[src/rtl/pwm_clkgen_pkg.sv]
package pwm_clkgen_pkg;
   localparam int NUM_TAPS  = 11;
   localparam int DIV_W     = 8;
   localparam int SEL_W     = 4;
   localparam int MODE_W    = 32;
   localparam int NUM_DIV   = 2;
   // field positions inside the mode word, one entry per divider
   localparam int DIV_LSB_A = 0;
   localparam int SEL_LSB_A = 8;
   localparam int DIV_LSB_B = 16;
   localparam int SEL_LSB_B = 24;

   typedef struct packed {
      logic [SEL_W-1:0] sel;
      logic [DIV_W-1:0] div;
   } div_cfg_t;
endpackage

[src/rtl/pwm_prescaler.sv]
module pwm_prescaler #(
   parameter int NUM_TAPS = 11
) (
   input  logic                clk,
   input  logic                rst_n,
   output logic [NUM_TAPS-1:0] tap_q
);
   localparam int CNT_W = NUM_TAPS - 1;

   if (NUM_TAPS < 2 || NUM_TAPS > 16) begin : g_bad_taps
      $error("pwm_prescaler: NUM_TAPS must be in 2..16");
   end

   logic [CNT_W-1:0] cnt;

   always_ff @(posedge clk or negedge rst_n) begin
      if (!rst_n) cnt <= '0;
      else        cnt <= cnt + CNT_W'(1);
   end

   always_ff @(posedge clk or negedge rst_n) begin
      if (!rst_n) tap_q[0] <= 1'b0;
      else        tap_q[0] <= 1'b1;
   end

   for (genvar k = 1; k < NUM_TAPS; k++) begin : g_tap
      always_ff @(posedge clk or negedge rst_n) begin
         if (!rst_n) tap_q[k] <= 1'b0;
         else        tap_q[k] <= &cnt[k-1:0];
      end
   end
endmodule

[src/rtl/pwm_mode_reg.sv]
module pwm_mode_reg
   import pwm_clkgen_pkg::*;
#(
   parameter int W = MODE_W
) (
   input  logic     clk,
   input  logic     rst_n,
   input  logic     we,
   input  logic [W-1:0] wdata,
   output div_cfg_t cfg   [NUM_DIV],
   output logic [NUM_DIV-1:0] restart
);
   localparam int DIV_LSB [NUM_DIV] = '{DIV_LSB_A, DIV_LSB_B};
   localparam int SEL_LSB [NUM_DIV] = '{SEL_LSB_A, SEL_LSB_B};

   if (W < SEL_LSB_B + SEL_W) begin : g_bad_w
      $error("pwm_mode_reg: mode word too narrow for the field layout");
   end

   logic unused_mode_bits;
   assign unused_mode_bits = ^{wdata[W-1:SEL_LSB_B+SEL_W],
                               wdata[DIV_LSB_B-1:SEL_LSB_A+SEL_W]};

   for (genvar d = 0; d < NUM_DIV; d++) begin : g_fld
      div_cfg_t nxt;
      assign nxt.div    = wdata[DIV_LSB[d] +: DIV_W];
      assign nxt.sel    = wdata[SEL_LSB[d] +: SEL_W];
      assign restart[d] = we && (nxt != cfg[d]);

      always_ff @(posedge clk or negedge rst_n) begin
         if (!rst_n)          cfg[d] <= '0;
         else if (restart[d]) cfg[d] <= nxt;
      end
   end
endmodule

[src/rtl/pwm_lin_div.sv]
module pwm_lin_div
   import pwm_clkgen_pkg::*;
#(
   parameter int NT = NUM_TAPS,
   parameter int DW = DIV_W,
   parameter int SW = SEL_W
) (
   input  logic          clk,
   input  logic          rst_n,
   input  logic [NT-1:0] taps,
   input  logic [SW-1:0] sel,
   input  logic [DW-1:0] div,
   input  logic          restart,
   output logic          sel_tap,
   output logic          stb
);
   if ((1 << SW) < NT) begin : g_bad_sel
      $error("pwm_lin_div: select field cannot address every tap");
   end

   logic [DW-1:0] cnt;
   logic          sel_ok;

   always_comb begin
      sel_tap = 1'b0;
      sel_ok  = 1'b0;
      for (int i = 0; i < NT; i++) begin
         if (sel == SW'(i)) begin
            sel_tap = taps[i];
            sel_ok  = 1'b1;
         end
      end
   end

   always_ff @(posedge clk or negedge rst_n) begin
      if (!rst_n) begin
         cnt <= '0;
         stb <= 1'b0;
      end else if (restart) begin
         cnt <= '0;
         stb <= 1'b0;
      end else if (sel_ok && div != '0 && sel_tap) begin
         if (cnt == div - DW'(1)) begin
            cnt <= '0;
            stb <= 1'b1;
         end else begin
            cnt <= cnt + DW'(1);
            stb <= 1'b0;
         end
      end else begin
         stb <= 1'b0;
      end
   end
endmodule

[src/rtl/pwm_clkgen.sv]
module pwm_clkgen
   import pwm_clkgen_pkg::*;
(
   input  logic              clk,
   input  logic              rst_n,
   input  logic              mode_we,
   input  logic [MODE_W-1:0] mode_wdata,
   output logic [NUM_TAPS-1:0] tap_stb,
   output logic              clka_stb,
   output logic              clkb_stb
);
   div_cfg_t             cfg [NUM_DIV];
   logic [NUM_DIV-1:0]   restart;
   logic [NUM_DIV-1:0]   sel_tap;
   logic [NUM_DIV-1:0]   div_stb;

   pwm_prescaler #(.NUM_TAPS(NUM_TAPS)) u_pre (
      .clk   (clk),
      .rst_n (rst_n),
      .tap_q (tap_stb)
   );

   pwm_mode_reg #(.W(MODE_W)) u_mode (
      .clk     (clk),
      .rst_n   (rst_n),
      .we      (mode_we),
      .wdata   (mode_wdata),
      .cfg     (cfg),
      .restart (restart)
   );

   for (genvar d = 0; d < NUM_DIV; d++) begin : g_div
      pwm_lin_div #(.NT(NUM_TAPS), .DW(DIV_W), .SW(SEL_W)) u_div (
         .clk     (clk),
         .rst_n   (rst_n),
         .taps    (tap_stb),
         .sel     (cfg[d].sel),
         .div     (cfg[d].div),
         .restart (restart[d]),
         .sel_tap (sel_tap[d]),
         .stb     (div_stb[d])
      );
   end

   assign clka_stb = div_stb[0];
   assign clkb_stb = div_stb[1];
endmodule

[config.mk]
export PLATFORM = sky130hd
export DESIGN_NAME = pwm_clkgen
export DESIGN_NICKNAME = d
export VERILOG_FILES = /design/src/rtl/pwm_clkgen_pkg.sv /design/src/rtl/pwm_prescaler.sv /design/src/rtl/pwm_mode_reg.sv /design/src/rtl/pwm_lin_div.sv /design/src/rtl/pwm_clkgen.sv
export SDC_FILE = /design/constraint.sdc
export NUM_CORES = 1
export LEC_CHECK = 0
export ABC_AREA = 0
export CAP_MARGIN = 20
export CORE_ASPECT_RATIO = 0.75
export CORE_MARGIN = 2
export CORE_UTILIZATION = 55
export DETAILED_ROUTE_END_ITERATION = 8
export HOLD_SLACK_MARGIN = 0.1
export PLACE_DENSITY = 0.92
export SLEW_MARGIN = 20
export SYNTH_ARGS = -nofsm -noshare
export SYNTH_HDL_FRONTEND = slang
export SYNTH_SLANG_ARGS = --single-unit
[constraint.sdc]
create_clock -name clk -period 2.9 [get_ports clk]
set_clock_uncertainty 0.05 [all_clocks]
set_input_delay 0.435 -clock clk [delete_from_list [all_inputs] [get_ports clk]]
set_output_delay 0.435 -clock clk [all_outputs]
set_load 0.1 [all_outputs]
## Word-level counts from Yosys, hierarchy flattened

Index checks and enable logic that the tools add are counted.

- Bits in registers: 63
- Logic and storage cells: 126
- Output and inout port bits: 13

- Equal/unequal tests: 24
- Reduce and logical (&&, ||, !) cells: 21
- $add $sub $neg: 5
- Mux-type cells: 56

Operator list:

| kind | count |
|---|---|
| $mux W1 | 50 |
| $mux W8 | 6 |
| $eq A4 B3 Y1 const B | 8 |
| $eq A4 B4 Y1 const B | 6 |
| $ne A12 B12 Y1 | 2 |
| $add A8 B1 Y8 const B | 2 |
| $eq A4 B2 Y1 const B | 4 |
| $eq A8 B8 Y1 | 2 |
| $reduce_bool A8 Y1 | 2 |
| $sub A8 B1 Y8 const B | 2 |
| $add A10 B1 Y10 const B | 1 |
| $reduce_and A10 Y1 | 1 |
| $reduce_and A9 Y1 | 1 |
| $eq A4 B1 Y1 const B | 2 |
| $logic_not A4 Y1 | 2 |
| $reduce_and A8 Y1 | 1 |
| $reduce_and A7 Y1 | 1 |
| $logic_and A1 B1 Y1 | 6 |
| $reduce_and A6 Y1 | 1 |
| $reduce_and A5 Y1 | 1 |
| $reduce_and A4 Y1 | 1 |
| $reduce_bool A2 Y1 | 2 |
| $reduce_and A3 Y1 | 1 |
| $reduce_and A2 Y1 | 1 |

## Longest topological paths before layout

- Depth in word-level cells: 16
- Gate-level depth with buffers: 10
- Mapped depth without buffers: 8

## By module

From an unflattened synthesis, not the netlist that was laid out.

- Cells, all modules: 344
- Area total of the unflattened synthesis: 3753.6 µm²

By module, submodules not included:

| module | seq. area each (µm²) | cells an instance | times used | area each (µm²) |
|---|---|---|---|---|
| pwm_lin_div | 225.2 | 108 | 2 | 919.6 |
| pwm_mode_reg | 600.6 | 83 | 1 | 1173.6 |
| pwm_prescaler | 525.5 | 45 | 1 | 740.7 |

## Worst setup path before layout

OpenSTA, ideal clock, no wires.

- Path type: reg-to-reg
- Start: register u_pre.tap_q[5]
- End: register g_div[0].u_div.cnt[0]
- Path slack: 0.544 ns
- Library setup time: 0.078 ns
- Cell stages (with the launch flop): 7
- Period minus slack after synthesis: 2.356 ns
- Arrival time: 2.228 ns
- Cells stage by stage: dfrtp_1 mux4_2 a21o_1 o311ai_0 nand2b_1 or3b_1 a21boi_1

- Longest elaborated chain between the ends: 8

RTL lines:

| element | RTL line | source |
|---|---|---|
| from (decl) | pwm_prescaler.sv:6 | `output logic [NUM_TAPS-1:0] tap_q` |
| from (signal, indexed assignment) | pwm_prescaler.sv:29 | `else tap_q[k] <= &cnt[k-1:0];` |
| $mux W1 (6 in series) | pwm_lin_div.sv:28 | `if (sel == SW'(i)) begin` |
| $logic_and A1 B1 Y1 | pwm_lin_div.sv:42 | `end else if (sel_ok && div != '0 && sel_tap) begin` |
| $reduce_bool A2 Y1 (no source line) | n/a |  |
| to (signal assigned) | pwm_lin_div.sv:47 | `cnt <= cnt + DW'(1);` |
| to (decl) | pwm_lin_div.sv:21 | `logic [DW-1:0] cnt;` |

No other way between the ends.
A chain may end at the register's enable or synchronous reset.

## Worst setup path after layout

- Start: register, netlist name u_mode.cfg[2]
- End: register g_div[1].u_div.cnt[7]

- Longest elaborated chain between the ends: 5

RTL lines:

| element | RTL line | source |
|---|---|---|
| $sub A8 B1 Y8 | pwm_lin_div.sv:43 | `if (cnt == div - DW'(1)) begin` |
| $eq A8 B8 Y1 | pwm_lin_div.sv:43 |  |
| $mux W8 | pwm_lin_div.sv:43 |  |
| $mux W8 | pwm_lin_div.sv:42 |  |
| $mux W8 | pwm_lin_div.sv:39 | `end else if (restart) begin` |
| to (signal assigned) | pwm_lin_div.sv:47 |  |
| to (decl) | pwm_lin_div.sv:21 |  |

Parallel ways exist; a longest one is shown, timed or not. The select of a mux whose other input is x is not followed.

==> flow_metrics.tcl <==
set metrics [dict create \
    routed_wl_um 8410 \
    n_antenna_cell 0 \
    path_max_fanout 10 \
    arrival_ps 2820 \
    grt_pass1_vias 2784 \
    antenna_left 0 \
    vdd_ir_drop_max_uv 417 \
    worst_pin_slew_ps 936 \
    synth-async-reset-ratio_pct 100 \
    coreArea_sq_um 6350 \
    grt_usage_pct 24.5 \
    dr_total_vias 2914 \
    wl_per_cell_um 17.5 \
    power.leakage_nw 1.85 \
    period_minus_slack_ps 2610 \
    overflow 0 \
    cpPeakStageDelay_ps 670 \
    required_ps 3110 \
    post-cts-setup-buffer-count 0 \
    antenna_found_initial 0 \
    slew_viol_final 0 \
    worstSkewPairLatency_ps 350 \
    cts_sinks 63 \
    reg2reg_depth 6 \
    area_delta_synth_final_pct 17.4 \
    die_x_um 98.1 \
    cap_violations 0 \
    start_kind "flop" \
    grt_max_degree 44 \
    yosysWarnings 0 \
    ys_ff_latch 63 \
    gp_congestion 0.869 \
    path_depth 6 \
    synth_nets 402 \
    hp-class "in -> async" \
    setup_violations 0 \
    io_pins 48 \
    rows 25 \
    hold_viol 0 \
    drt-initial-drc-count 239 \
    die_y_um 74.6 \
    cts_buffer_depth 2 \
    cp_num_buf_inv 0 \
    fin_setup_tns_ps 0 \
    cts_buffers 9 \
    seq_area_frac_synth_pct 43.2 \
    placed_cell_area_sq_um 4070 \
    drc 0 \
    htreeDepth 3 \
    relSlewSlack_pct 37.6 \
    dr.pass1.iters 5 \
    ctsResizeCount 0 \
    nets 437 \
    final_common_cell "dfrtp_1" \
    dp_hpwl_um 6010 \
    layout-drive-gt1-share_pct 16.3 \
    max_freq_ghz 0.384 \
    cts_hold_buf 0 \
    synth.distinct_cells 61 \
    synth-edff-count 0 \
    cp-end-kind "flop" \
    grt_pass1_wl_um 13800 \
    syn_avg_cell_area_sq_um 10.2 \
    most-common-layout-cells "63 x dfrtp_1, 34 x xnor2_1, 25 x clkdlybuf4s50_1" \
    fp.dieArea_sq_um 7320 \
    stdcell_area_sq_um 4290 \
    path_delay_family "simple AND/OR/NAND/NOR gates" \
    rsz0062_at_grt "false" \
    initial_utilization_pct 57.5 \
    root_buffer "clkbuf_8" \
    slowest_stage "nor4_2" \
    port_buffers 39 \
    viasPerCell 6.07 \
    path_clk_slew_ps 70 \
    cts_tree "built" \
    syn_inst 359 \
    worstSetupPathType "reg -> reg" \
    pwr_density_cell_nw_per_um2 515 \
    status "complete, no violations" \
    cp_cell_sequence "nor4_2 > a21oi_1 > or4_4 > a41oi_4 > a21boi_0 > o21ai_0" \
    utilization_pct 67.5 \
    fin_crit_sh_pct 89.9 \
    synthFlopType "dfrtp_1" \
    synth_area_sq_um 3650 \
]
==> Yosys cell counts (all sizes together), types with 3 or more instances <==
| cell type | number | area share [%] |
|---|---|---|
| and3b | 3 | 0.72 |
| and3 | 10 | 1.7 |
| buf | 3 | 0.55 |
| o221ai | 7 | 1.7 |
| ha | 8 | 2.7 |
| a21boi | 5 | 1.0 |
| inv | 20 | 2.1 |
| nor2b | 4 | 0.68 |
| a21oi | 6 | 0.82 |
| o311ai | 3 | 0.72 |
| mux2i | 5 | 1.4 |
| nand3 | 21 | 2.9 |
| nand3b | 4 | 0.82 |
| xnor2 | 34 | 8.2 |
| nand2 | 20 | 2.1 |
| o21ai | 9 | 1.2 |
| nor3 | 5 | 0.68 |
| clkbuf | 18 | 1.8 |
| nor2 | 14 | 1.4 |
| mux2 | 20 | 6.2 |
| xor2 | 14 | 3.4 |
| dfrtp | 63 | 43 |
| nand4 | 17 | 2.9 |
| o211ai | 3 | 0.62 |
| a31oi | 4 | 0.68 |
| nand2b | 4 | 0.68 |
==> worst paths after layout <==
check / to / start / slack, ps
setup reg to reg: g_div[1].u_div.cnt[7]$_DFFE_PN0P_ / u_mode.cfg[2]$_DFFE_PN0P_ / 290
min in group clk: u_pre.tap_q[1]$_DFF_PN0_ / u_pre.cnt[0]$_DFF_PN0_ / 380
setup / recovery: g_div[1].u_div.cnt[7]$_DFFE_PN0P_ / u_mode.cfg[2]$_DFFE_PN0P_ / 290
hold reg to reg: u_pre.tap_q[1]$_DFF_PN0_ / u_pre.cnt[0]$_DFF_PN0_ / 380
max in group asynchronous: u_mode.cfg[14]$_DFFE_PN0P_ / rst_n / 1860
hold / removal: u_pre.cnt[2]$_DFF_PN0_ / rst_n / 180
==> per-layer routing <==
metal | vias to the layer above | wire (um) | track usage, %
met5 | - | 0 | 0
met4 | 0 | 184 | 8.49
met3 | 20 | 552 | 7.89
met2 | 115 | 3930 | 39.9
met1 | 1420 | 3740 | 31.6
li1 | 1359 | - | -
==> power breakdown <==
part / switching [mW] / total, mW / internal, mW
Combinational: 0.179 / 0.357 / 0.178
Clock: 0.344 / 0.852 / 0.507
Sequential: 0.0816 / 1.00 / 0.919
Total: 0.605 / 2.21 / 1.60
==> flip-flops by register name (all words and copies together) (netlist names) <==
| name | flops |
|---|---|
| g_div.u_div.cnt | 16 |
| g_div.u_div.stb | 2 |
| u_mode.cfg | 24 |
| u_pre.cnt | 10 |
| u_pre.tap_q | 11 |
==> stage by stage <==
stage | instances | hold WS, ps | total power, mW | worst slack, ps
floorplan | 359 | 89.4 | 1.24 | 544
global placement | 464 | 364 | 1.34 | 444
detailed placement | 464 | 369 | 1.36 | 362
CTS | 480 | 207 | 2.22 | 317
global route | 480 | 256 | 2.30 | 42.5
finish | 480 | 179 | 2.21 | 293
==> layout make-up <==
class	instances	area, sq um
fill	445	2060
multi-input combinational	255	1910
tap	81	101
inverter	20	75.1
sequential	63	1580
clock buffer	11	141
clock inverter	5	81.3
timing repair buffer	45	398
==> cell families (layout without fill, tap and decap cells) <==
kind of cell,Yosys count,count (layout),synth area share [%]
buffers and inverters,41,81,4.45
other,1,1,0.103
flip-flops,63,63,43.2
AND/OR/NAND/NOR,119,119,18.8
XOR/XNOR,48,48,11.5
adder cells (fa/ha/maj),8,8,2.74
multiplexers,26,26,8.15
AO/OA/AOI/OAI,53,53,11.1
No activity file was read; power rests on OpenSTA's default activity.
